File: config.mk
export PLATFORM = sky130hd
export DESIGN_NAME = lsu_lane_aligner
export DESIGN_NICKNAME = d
export VERILOG_FILES = /design/src/rtl/lsu_align_pkg.sv /design/src/rtl/lsu_addr_gen.sv /design/src/rtl/lsu_store_lane.sv /design/src/rtl/lsu_load_extract.sv /design/src/rtl/lsu_lane_aligner.sv
export SDC_FILE = /design/constraint.sdc
export NUM_CORES = 1
export LEC_CHECK = 0
export CORE_MARGIN = 2
export CORE_UTILIZATION = 35
export DETAILED_ROUTE_END_ITERATION = 8
export MAX_ROUTING_LAYER = met4
export PLACE_DENSITY = 0.75
export SETUP_SLACK_MARGIN = 0.4
export SYNTH_ARGS = -nofsm -noshare
export SYNTH_HDL_FRONTEND = slang
export SYNTH_SLANG_ARGS = --single-unit
export TNS_END_PERCENT = 100
File: constraint.sdc
create_clock -name clk -period 3.3 [get_ports clk]
set_input_delay 0.66 -clock clk [delete_from_list [all_inputs] [get_ports clk]]
set_output_delay 0.66 -clock clk [all_outputs]
set_load 0.01 [all_outputs]
File: src/rtl/lsu_align_pkg.sv
// Package: shared size encoding, data geometry and exception codes for the
// load/store lane aligner. Assumes a 32-bit word split into four byte lanes.
package lsu_align_pkg;

    localparam int unsigned DATA_W  = 32;
    localparam int unsigned LANES   = DATA_W / 8;
    localparam int unsigned LANE_W  = $clog2(LANES);
    localparam int unsigned XCODE_W = 5;

    typedef enum logic [1:0] {
        SZ_BYTE = 2'd0,
        SZ_HALF = 2'd1,
        SZ_WORD = 2'd2,
        SZ_WIDE = 2'd3
    } acc_size_e;

    localparam logic [XCODE_W-1:0] XC_NONE       = 5'd0;
    localparam logic [XCODE_W-1:0] XC_LOAD_ADDR  = 5'd4;
    localparam logic [XCODE_W-1:0] XC_STORE_ADDR = 5'd5;

endpackage

File: src/rtl/lsu_addr_gen.sv
// Address generator: adds the sign-extended displacement to the base,
// produces the word address, the alignment verdict and the lowest byte lane
// the access occupies for the selected byte order.
// Assumes: the lane output is meaningful only when the access is aligned.
module lsu_addr_gen
    import lsu_align_pkg::*;
#(
    parameter int unsigned ADDR_W = 32,
    parameter int unsigned OFFS_W = 16
) (
    input  logic [ADDR_W-1:0] base_i,
    input  logic [OFFS_W-1:0] offs_i,
    input  acc_size_e         size_i,
    input  logic              big_endian_i,
    output logic [ADDR_W-1:0] word_addr_o,
    output logic              misaligned_o,
    output logic [LANE_W-1:0] lane_lo_o
);

    localparam int unsigned EXT_W = ADDR_W - OFFS_W;

    logic [ADDR_W-1:0] eff_addr;
    logic [LANE_W-1:0] byte_off;

    // Effective address: base plus sign-extended displacement.
    always_comb begin
        eff_addr = base_i + {{EXT_W{offs_i[OFFS_W-1]}}, offs_i};
    end

    assign byte_off    = eff_addr[LANE_W-1:0];
    assign word_addr_o = {eff_addr[ADDR_W-1:LANE_W], {LANE_W{1'b0}}};

    // Alignment verdict and lowest occupied lane per size and byte order.
    always_comb begin
        unique case (size_i)
            SZ_BYTE: begin
                misaligned_o = 1'b0;
                lane_lo_o    = big_endian_i ? ~byte_off : byte_off;
            end
            SZ_HALF: begin
                misaligned_o = byte_off[0];
                lane_lo_o    = big_endian_i ? {~byte_off[1], 1'b0}
                                            : {byte_off[1], 1'b0};
            end
            default: begin
                misaligned_o = |byte_off;
                lane_lo_o    = '0;
            end
        endcase
    end

endmodule

File: src/rtl/lsu_store_lane.sv
// Store lane unit: replicates the source data across lanes of its size and
// builds the byte enables from the lowest lane and the size.
// Assumes: store_en_i is already gated by the alignment check.
module lsu_store_lane
    import lsu_align_pkg::*;
(
    input  logic              store_en_i,
    input  acc_size_e         size_i,
    input  logic [LANE_W-1:0] lane_lo_i,
    input  logic [DATA_W-1:0] wdata_i,
    output logic [LANES-1:0]  byte_en_o,
    output logic [DATA_W-1:0] wword_o
);

    logic [LANES-1:0] size_mask;

    // Contiguous lane mask for the access size, before positioning.
    always_comb begin
        unique case (size_i)
            SZ_BYTE: size_mask = 4'b0001;
            SZ_HALF: size_mask = 4'b0011;
            default: size_mask = 4'b1111;
        endcase
    end

    // Position the mask at the lowest lane; no enables without a store.
    always_comb begin
        byte_en_o = store_en_i ? (size_mask << lane_lo_i) : '0;
    end

    // Per-lane replication of the source byte, halfword or word.
    for (genvar ln = 0; ln < LANES; ln++) begin : g_lane
        always_comb begin
            unique case (size_i)
                SZ_BYTE: wword_o[8*ln +: 8] = wdata_i[7:0];
                SZ_HALF: wword_o[8*ln +: 8] = wdata_i[8*(ln % 2) +: 8];
                default: wword_o[8*ln +: 8] = wdata_i[8*ln +: 8];
            endcase
        end
    end

endmodule

File: src/rtl/lsu_load_extract.sv
// Load extractor: shifts the read word so the addressed lane lands at bit 0,
// then truncates to the access size and sign- or zero-extends.
// Assumes: lane_lo_i comes from an aligned access.
module lsu_load_extract
    import lsu_align_pkg::*;
(
    input  logic [DATA_W-1:0] rdata_i,
    input  acc_size_e         size_i,
    input  logic [LANE_W-1:0] lane_lo_i,
    input  logic              unsigned_i,
    output logic [DATA_W-1:0] value_o
);

    logic [DATA_W-1:0] shifted;

    // Bring the lowest occupied lane down to bit 0.
    always_comb begin
        shifted = rdata_i >> {lane_lo_i, 3'b000};
    end

    // Truncate to the access size and extend to a full word.
    always_comb begin
        unique case (size_i)
            SZ_BYTE: value_o = {{(DATA_W-8){shifted[7] & ~unsigned_i}},
                                shifted[7:0]};
            SZ_HALF: value_o = {{(DATA_W-16){shifted[15] & ~unsigned_i}},
                                shifted[15:0]};
            default: value_o = shifted;
        endcase
    end

endmodule

File: src/rtl/lsu_lane_aligner.sv
// Top: load/store lane aligner between a 32-bit core and a word-wide memory.
// Combines address generation, store lane steering and load extraction,
// raises load/store address errors and registers the load result.
// Assumes: big_endian_i is static during operation; store wins over load.
module lsu_lane_aligner
    import lsu_align_pkg::*;
#(
    parameter int unsigned ADDR_W = 32,
    parameter int unsigned OFFS_W = 16
) (
    input  logic              clk,
    input  logic              rst_n,
    input  logic              big_endian_i,
    input  logic [ADDR_W-1:0] base_i,
    input  logic [OFFS_W-1:0] offset_i,
    input  logic [1:0]        size_i,
    input  logic              unsigned_i,
    input  logic              load_i,
    input  logic              store_i,
    input  logic [DATA_W-1:0] wdata_i,
    input  logic [DATA_W-1:0] rdata_i,
    output logic [ADDR_W-1:0] mem_addr_o,
    output logic [LANES-1:0]  byte_en_o,
    output logic [DATA_W-1:0] wword_o,
    output logic [DATA_W-1:0] load_data_o,
    output logic              load_err_o,
    output logic              store_err_o,
    output logic [XCODE_W-1:0] err_code_o
);

    acc_size_e         size_e;
    logic              misaligned;
    logic [LANE_W-1:0] lane_lo;
    logic              do_load;
    logic [DATA_W-1:0] extracted;

    assign size_e  = acc_size_e'(size_i);
    assign do_load = load_i & ~store_i;

    lsu_addr_gen #(
        .ADDR_W (ADDR_W),
        .OFFS_W (OFFS_W)
    ) u_addr (
        .base_i       (base_i),
        .offs_i       (offset_i),
        .size_i       (size_e),
        .big_endian_i (big_endian_i),
        .word_addr_o  (mem_addr_o),
        .misaligned_o (misaligned),
        .lane_lo_o    (lane_lo)
    );

    lsu_store_lane u_store (
        .store_en_i (store_i & ~misaligned),
        .size_i     (size_e),
        .lane_lo_i  (lane_lo),
        .wdata_i    (wdata_i),
        .byte_en_o  (byte_en_o),
        .wword_o    (wword_o)
    );

    lsu_load_extract u_load (
        .rdata_i    (rdata_i),
        .size_i     (size_e),
        .lane_lo_i  (lane_lo),
        .unsigned_i (unsigned_i),
        .value_o    (extracted)
    );

    // Address-error flags and the matching exception code.
    always_comb begin
        store_err_o = store_i & misaligned;
        load_err_o  = do_load & misaligned;
        if (store_err_o)     err_code_o = XC_STORE_ADDR;
        else if (load_err_o) err_code_o = XC_LOAD_ADDR;
        else                 err_code_o = XC_NONE;
    end

    // Load result register: captures on a load, zero on a faulting load.
    always_ff @(posedge clk) begin
        if (!rst_n)       load_data_o <= '0;
        else if (do_load) load_data_o <= misaligned ? '0 : extracted;
    end

endmodule

==> results of run 1 <==
==> per-layer routing <==
metal | global-route usage [%] | up-vias | routed length, µm
li1 | - | 2528 | -
met1 | 31.7 | 2672 | 6970
met2 | 56.8 | 335 | 10200
met5 | - | - | 0
met3 | 7.47 | 106 | 1490
met4 | 17.4 | 0 | 1140
==> where the power goes <==
part           switching (mW)  internal, mW
registers              0.0105         0.404
logic                   0.725         0.851
clock network           0.143         0.170
total                   0.878          1.42
==> final timing paths <==
check / endpoint / slack, ns / startpoint
hold / removal: load_data_o[16]$_SDFFE_PN0P_ / 0.48 / load_data_o[16]$_SDFFE_PN0P_
setup reg to reg: load_data_o[4]$_SDFFE_PN0P_ / 2.51 / load_data_o[4]$_SDFFE_PN0P_
setup / recovery: mem_addr_o[27] / -0.33 / offset_i[15]
hold reg to reg: load_data_o[16]$_SDFFE_PN0P_ / 0.48 / load_data_o[16]$_SDFFE_PN0P_
==> cell families (layout without fill, tap and decap cells) <==
| group | after synthesis | count (layout) | synth area share [%] |
|---|---|---|---|
| AND/OR/NAND/NOR | 152 | 152 | 20.3 |
| AO/OA/AOI/OAI | 155 | 156 | 26.9 |
| buffers and inverters | 53 | 406 | 6.85 |
| XOR/XNOR | 28 | 28 | 6.56 |
| adder cells (fa/ha/maj) | 32 | 32 | 10.6 |
| multiplexers | 43 | 43 | 12.1 |
| flip-flops | 32 | 32 | 16.6 |
| other | 1 | 6 | 0.0974 |
==> cell type report <==
cell class	instances	area share (%)
Clock buffer	8	1.09
Multi-Input combinational cell	416	46.2
Timing Repair Buffer	386	42.2
Sequential cell	32	7.76
Inverter	12	0.576
Antenna cell	1	0.0303
Tap cell	140	2.12
==> what timing repair did <==
item,in CTS,in global routing
pin swaps,84,45
setup buffers,48,12
gates cloned,1,0
gates resized for setup,384,50
setup endpoints to repair,83,76
==> cells in the mapped netlist, types with 6 or more instances <==
master    number
a32oi_1        7
xor2_1        12
nand2_1       44
dfxtp_1       32
nand3_1       12
a21oi_1       30
mux2_2        18
a21o_1         7
nand2b_1      19
clkbuf_1      19
buf_4         14
nor2b_1       13
a31oi_1        6
ha_1          31
inv_1         12
nor3_1         8
xnor2_1       15
a211oi_1       8
a22o_1        23
mux2i_1       24
o21ai_0       41
nor2_1        24
==> worst max-delay path, stage by stage <==
cell	delay, ns
buf_2	0.12
buf_12	0.15
ha_4	0.29
nand4_1	0.15
nor2_1	0.20
nand3_1	0.18
a211o_1	0.34
buf_6	0.13
buf_6	0.11
and4b_1	0.19
a311oi_2	0.27
buf_2	0.20
==> stage by stage <==
| stage | total power [mW] | setup slack (ns) |
|---|---|---|
| 2_1_floorplan | 1.01 | -0.128 |
| 3_3_place_gp | 1.68 | -1.22 |
| 3_5_place_dp | 1.70 | -1.35 |
| 4_1_cts | 2.16 | -0.277 |
| 5_1_grt | 2.40 | -0.413 |
| 6_report | 2.30 | -0.334 |
==> flow_summary.yaml, run 1 <==
outcome:
  outcome: "finished, violations left"
  violations: "negative setup slack"
sta:
  hold_violations: 0
  fin_crit_sh_pct: 110
  max_freq_ghz: 0.275
  whs_ns: 0.476
  setup_viol: 21
  setup_slack_ns: -0.334
  slew_violations: 0
  tns_ns: -4.63
  rsz0062_at_grt: "yes"
  min_period_ns: 3.63
  finClkSkew_ns: 0
critical_path:
  rr_worst_depth: 2
  startpoint_type: "input pin"
  criticalPathCategory: "input pin to output port"
  critPathRequiredTime_ns: 2.64
  crit_path_end_kind: "output port"
  cp_data_arrival_time_ns: 2.97
  crit_fanout: 8
cells_and_area:
  mostFrequentLayoutCell: "clkdlybuf4s50_1"
  largest_reg_flops: 32
  fin_cells: 995
  seqCellArea_um2: 641
  top_register: "load_data_o"
  reg_top3: "load_data_o: 32 flops"
  fin_area_um2: 8250
  fin_util_pct: 76.5
  fin_nets: 1005
  final_cell_mix: "clkdlybuf4s50_1 (137), buf_4 (123), buf_6 (52)"
  fillers: 678
  layout-drive-gt1-share_pct: 42.4
  multi_input_area_um2: 3810
  syn_to_final_growth_pct: 114
power_and_ir_drop:
  ir_drop_v: 0.000218
  p_leak_nw: 3.50
  powerDensity_nw_per_um2: 279
die:
  io_pins: 227
  dieArea_um2: 11900
  start_util_pct: 35.7
  die_h_um: 109
  row_count: 38
  coreArea_um2: 10800
  die_w_um: 109
hold_path:
  holdPathStages: 1
  min-delay-path-class: "flip-flop to flip-flop"
detailed_routing:
  vias_per_cell: 5.67
  drc: 0
  routed_wl_mm: 19.8
  final_antenna_net_count: 0
  dr_total_vias: 5641
  first_pass_iters: 5
  post_drt_wl_per_cell_um: 19.9
  drtIter0Drc: 253
synth:
  avgSynthCellArea_um2: 7.76
  ys_seq_area_share_pct: 16.6
  yosysTopAreaCell: "dfxtp_1"
  synth.distinct_cells: 56
  synth.area.top_cells: "dfxtp_1 (17%), ha_1 (10%), mux2i_1 (6.2%)"
  yosysWarnings: 0
  syn_area_um2: 3850
  synth_top_area_share_pct: 16.6
  netlist_instances: 496
  async_flop_share_pct: 0
  synth-edff-count: 0
  ys_seq_elements: 32
  synth_flop_cell: "dfxtp_1"
placed_design:
  numPortBuffers: 221
  place_inst: 925
  routabilityCongestion: 0.998
  dp_hpwl_mm: 12.8
  place_area_um2: 6990
clocking:
  cts.sinks: 32
  cts_buffers: 5
  clkLatencyLatePin_ns: 0.29
  hold_buffers: 0
  path_clk_slew_ns: 0.06
  cts-htree-levels: 2
  cts-root-buf: "clkbuf_8"
  cts_tree: "done"
  clockBufferDepth: 2
global_routing:
  grt_pass1_vias: 5899
  grt_max_degree: 36
  grt_use_total_pct: 31.8
  grt_first_pass_wirelength_mm: 28.9
  grt-ovfl-total: 0
  antenna_found_initial: 1
job:
  maxCapViolations: 0
(Power assumes the default switching activity.)
==> run 2, diff against run 1 <==
SETUP_SLACK_MARGIN = 0.5   (was 0.4)
==> flow_summary.yaml, run 2 (same netlist as run 1, synthesis figures left out) <==
global_routing:
  grt_use_total_pct: 28.1
  antenna_found_initial: 0
  grt-ovfl-total: 0
  grt_first_pass_wirelength_mm: 25.7
  grt_max_degree: 25
  grt_pass1_vias: 5319
sta:
  max_freq_ghz: 0.268
  fin_crit_sh_pct: 113
  slew_violations: 0
  hold_violations: 0
  tns_ns: -4.82
  rsz0062_at_grt: "yes"
  setup_slack_ns: -0.431
  finClkSkew_ns: 0
  setup_viol: 22
  min_period_ns: 3.73
critical_path:
  rr_worst_depth: 2
  criticalPathCategory: "input pin to output port"
  r2r-end: "load_data_o[3]$_SDFFE_PN0P_"
  crit_fanout: 4
  startpoint_type: "input pin"
  critPathRequiredTime_ns: 2.64
  rrSetupSlack_ns: 2.59
  crit_path_frequent_cell: "or3_4"
  crit_path_end_kind: "output port"
  path_cells: "buf_8, ha_4, inv_2, fa_2, nor2b_4, o211ai_1, a211oi_2, o22ai_2, or3_4, and4_1, or3_4, buf_6"
  cp-startpoint: "offset_i[0]"
  rr_startpoint: "load_data_o[3]$_SDFFE_PN0P_"
  endpoint: "mem_addr_o[28]"
  cp_data_arrival_time_ns: 3.07
  cp_slowest_stage_delay_ns: 0.39
  cpMaxStageDelayCell: "or3_4"
detailed_routing:
  vias_per_cell: 5.38
  drc: 0
  dr_total_vias: 5332
  final_antenna_net_count: 0
  first_pass_iters: 4
  routed_wl_mm: 17.6
  drtIter0Drc: 185
  post_drt_wl_per_cell_um: 17.8
die:
  row_count: 38
  start_util_pct: 35.7
  coreArea_um2: 10800
  io_pins: 227
  die_h_um: 109
  dieArea_um2: 11900
  die_w_um: 109
clocking:
  clkLatencyLatePin_ns: 0.29
  hold_buffers: 0
  clockBufferDepth: 2
  cts-root-buf: "clkbuf_8"
  cts.sinks: 32
  path_clk_slew_ns: 0.07
  cts-htree-levels: 2
  cts_buffers: 5
  cts_tree: "done"
power_and_ir_drop:
  ir_drop_v: 0.000165
  p_leak_nw: 3.45
  powerDensity_nw_per_um2: 275
cells_and_area:
  fin_nets: 1002
  fin_area_um2: 8150
  antennaDiodeCount: 0
  largest_reg_flops: 32
  mostFrequentLayoutCell: "clkdlybuf4s50_1"
  final_cell_mix: "clkdlybuf4s50_1 (134), buf_4 (130), buf_6 (43)"
  fin_cells: 991
  fin_util_pct: 75.5
  syn_to_final_growth_pct: 112
  fillers: 762
  top_register: "load_data_o"
  layout-drive-gt1-share_pct: 41.0
  reg_top3: "load_data_o: 32 flops"
placed_design:
  numPortBuffers: 221
  place_area_um2: 7090
  dp_hpwl_mm: 12.8
  place_inst: 937
  routabilityCongestion: 0.961
hold_path:
  min-delay-path-class: "flip-flop to flip-flop"
outcome:
  violations: "negative setup slack"
  outcome: "finished, violations left"
job:
  maxCapViolations: 0
run 2: cell count changes in the layout (fill, tap and decap cells not counted), sizes merged:
cell | previous run | this run
diode | 1 | 0
buf | 212 | 208
clkinvlp | 0 | 1
clkdlybuf4s15 | 4 | 6
clkdlybuf4s50 | 137 | 134
clkbuf | 10 | 8
dlymetal6s2s | 3 | 1
dlygate4sd2 | 28 | 33
run 2: cell type report:
class                   count  area [µm²]  area share [%]
multi-input cells         416        3800            46.7
clock inverters             1        7.51          0.0921
well taps                 140         175            2.15
inverters                  12        45.0           0.552
clock buffers               7        86.3            1.06
flip-flops and latches     32         641            7.86
repair buffers            383        3390            41.6
run 2: where the power goes:
part	switching (mW)	internal, mW	total (mW)
Sequential	0.0101	0.404	0.414
Combinational	0.677	0.830	1.51
Clock	0.151	0.169	0.321
run 2: per-layer routing:
metal  wire length (µm)  part of all wire (%)  global-route usage [%]
met1               6560                    37                    29.6
met3               1130                   6.4                    4.66
met4                359                   2.0                    6.96
met5                  0                     0                       -
met2               9570                    54                    53.8
run 2: worst max-delay path: cells and delay by family:
kind	cells	cell delay [ns]
adders and majority gates	2	0.51
buffers and inverters	3	0.24
and+or+nand+nor	4	1.02
AOI/OAI and AO/OA	3	0.64
run 2: worst min-delay path by stage:
stage	to	startpoint	cells past startpoint
2_1_floorplan	load_data_o[26]$_SDFFE_PN0P_	load_data_o[26]$_SDFFE_PN0P_	1
3_3_place_gp	load_data_o[18]$_SDFFE_PN0P_	load_data_o[18]$_SDFFE_PN0P_	1
3_5_place_dp	load_data_o[26]$_SDFFE_PN0P_	load_data_o[26]$_SDFFE_PN0P_	1
4_1_cts	load_data_o[30]$_SDFFE_PN0P_	load_data_o[30]$_SDFFE_PN0P_	1
5_1_grt	load_data_o[31]$_SDFFE_PN0P_	load_data_o[31]$_SDFFE_PN0P_	1
6_report	load_data_o[27]$_SDFFE_PN0P_	load_data_o[27]$_SDFFE_PN0P_	1
run 2: stage by stage:
step | hold slack, ns | total power, mW | setup slack [ns]
final | 0.482 | 2.24 | -0.431
after global routing | 0.492 | 2.36 | -0.526
after CTS | 0.485 | 2.13 | -0.329
after detailed placement | 0.467 | 1.71 | -1.33
after global placement | 0.462 | 1.69 | -1.23
after floorplan | 0.522 | 1.02 | -0.128
run 2: what timing repair did:
action | in CTS | in global routing
hold endpoints to repair | 0 | 0
pin swaps | 86 | 51
endpoints found under the setup margin | 86 | 62
gates resized for setup | 350 | 45
setup buffers | 31 | 13
cloned | 1 | 1
==> run 3, diff against run 2 <==
CORE_MARGIN = default   (was 2)
CTS_CLUSTER_DIAMETER = 120   (was default)
==> flow_summary.yaml, run 3 (same netlist as run 1, synthesis figures left out) <==
cells_and_area:
  fillers: 627
  fin_nets: 1007
  top_register: "load_data_o"
  layout-drive-gt1-share_pct: 44.7
  fin_area_um2: 8470
  antennaDiodeCount: 0
  mostFrequentLayoutCell: "clkdlybuf4s50_1"
  reg_top3: "load_data_o: 32 flops"
  final_cell_mix: "clkdlybuf4s50_1 (139), buf_4 (125), buf_6 (42)"
  syn_to_final_growth_pct: 120
  largest_reg_flops: 32
sta:
  fin_crit_sh_pct: 111
  tns_ns: -4.41
  min_period_ns: 3.65
  finClkSkew_ns: 0
  slew_violations: 0
  whs_ns: 0.480
  hold_violations: 0
  max_freq_ghz: 0.274
  setup_slack_ns: -0.353
  setup_viol: 18
  rsz0062_at_grt: "yes"
power_and_ir_drop:
  p_leak_nw: 3.58
  ir_drop_v: 0.000237
  powerDensity_nw_per_um2: 280
die:
  die_w_um: 107
  row_count: 37
  start_util_pct: 36.6
  dieArea_um2: 11400
  die_h_um: 107
  coreArea_um2: 10500
  io_pins: 227
clocking:
  cts-root-buf: "clkbuf_8"
  cts-htree-levels: 2
  clockBufferDepth: 2
  cts.sinks: 32
  cts_buffers: 5
  path_clk_slew_ns: 0.07
  cts_tree: "done"
  clkLatencyLatePin_ns: 0.29
critical_path:
  startpoint_type: "input pin"
  criticalPathCategory: "input pin to output port"
  worstSetupPathDepth: 12
  path_cells: "buf_8, ha_4, inv_2, fa_2, nor2b_2, o211ai_1, a211oi_2, o22ai_2, or3_4, and4_1, or3_4, buf_6"
  cp_top_family: "simple AND/OR/NAND/NOR gates"
  r2r-end: "load_data_o[0]$_SDFFE_PN0P_"
  cpMaxStageDelayCell: "or3_4"
  crit_fanout: 3
  crit_path_frequent_cell: "or3_4"
  critPathRequiredTime_ns: 2.64
  cp-startpoint: "base_i[0]"
  rr_worst_depth: 2
  path_buf_inv: 3
  cp_data_arrival_time_ns: 2.99
  cp_slowest_stage_delay_ns: 0.41
  endpoint: "mem_addr_o[28]"
  rrSetupSlack_ns: 2.57
  crit_path_end_kind: "output port"
  rr_startpoint: "load_data_o[0]$_SDFFE_PN0P_"
global_routing:
  antenna_found_initial: 0
  grt-ovfl-total: 0
  grt_first_pass_wirelength_mm: 28.7
  grt_use_total_pct: 32.9
  grt_max_degree: 38
  grt_pass1_vias: 5660
detailed_routing:
  dr_total_vias: 5632
  vias_per_cell: 5.68
  post_drt_wl_per_cell_um: 20.4
  final_antenna_net_count: 0
  drc: 0
  first_pass_iters: 4
  drtIter0Drc: 277
  routed_wl_mm: 20.2
placed_design:
  numPortBuffers: 221
  place_area_um2: 7130
  dp_hpwl_mm: 13.5
  routabilityCongestion: 0.945
outcome:
  outcome: "finished, violations left"
  violations: "negative setup slack"
hold_path:
  min-delay-path-class: "flip-flop to flip-flop"
job:
  maxCapViolations: 0
-- run 3: cell type report --
class	count	area [µm²]	area share (%)
timing repair buffer	388	3520	41.5
tap	136	170	2.01
clock buffer	6	82.6	0.975
multi-input combinational	416	4000	47.2
inverter	12	47.5	0.562
clock inverter	2	10.0	0.118
sequential	32	641	7.57
-- run 3: what timing repair did --
item | CTS | global route
gates resized for setup | 377 | 74
cloned | 3 | 0
pin swaps | 105 | 59
setup endpoints to repair | 94 | 74
setup buffers | 29 | 16
hold buffers | 0 | 0
-- run 3: routing by layer --
| metal | routed length, µm | vias to the layer above | track usage [%] |
|---|---|---|---|
| met5 | 0 | - | - |
| met4 | 688 | 0 | 11.5 |
| met3 | 1560 | 64 | 7.42 |
| met2 | 10600 | 314 | 59.6 |
| met1 | 7340 | 2707 | 34.9 |
| li1 | - | 2547 | - |
-- run 3: worst min path at each step --
| stage | depth (start not counted) | slack, ns | end | startpoint |
|---|---|---|---|---|
| finish | 1 | 0.48 | load_data_o[27]$_SDFFE_PN0P_ | load_data_o[27]$_SDFFE_PN0P_ |
| global route | 1 | 0.49 | load_data_o[28]$_SDFFE_PN0P_ | load_data_o[28]$_SDFFE_PN0P_ |
| global placement | 1 | 0.46 | load_data_o[8]$_SDFFE_PN0P_ | load_data_o[8]$_SDFFE_PN0P_ |
| CTS | 1 | 0.48 | load_data_o[12]$_SDFFE_PN0P_ | load_data_o[12]$_SDFFE_PN0P_ |
| floorplan | 1 | 0.52 | load_data_o[26]$_SDFFE_PN0P_ | load_data_o[26]$_SDFFE_PN0P_ |
| detailed placement | 1 | 0.47 | load_data_o[28]$_SDFFE_PN0P_ | load_data_o[28]$_SDFFE_PN0P_ |
-- run 3: worst reg2reg max path, stage by stage (launching register included) --
cell and delay [ns]:
dfxtp_1 0.35, a32oi_1 0.20, nor2b_1 0.07
-- run 3: per-stage QoR --
step / cells / setup slack (ns) / util [%] / power (mW)
after global routing: 992 / -0.446 / 80.6 / 2.48
final: 992 / -0.353 / 80.6 / 2.37
after CTS: 976 / -0.255 / 77.1 / 2.21
after global placement: 936 / -1.28 / 67.9 / 1.71
after floorplan: 500 / -0.128 / - / 1.02
after detailed placement: 936 / -1.34 / 67.9 / 1.73
-- run 3: power by group --
group	switching (mW)	internal (mW)	total, mW
logic	0.749	0.885	1.63
registers	0.0117	0.404	0.415
clock network	0.152	0.166	0.318
total	0.912	1.45	2.37
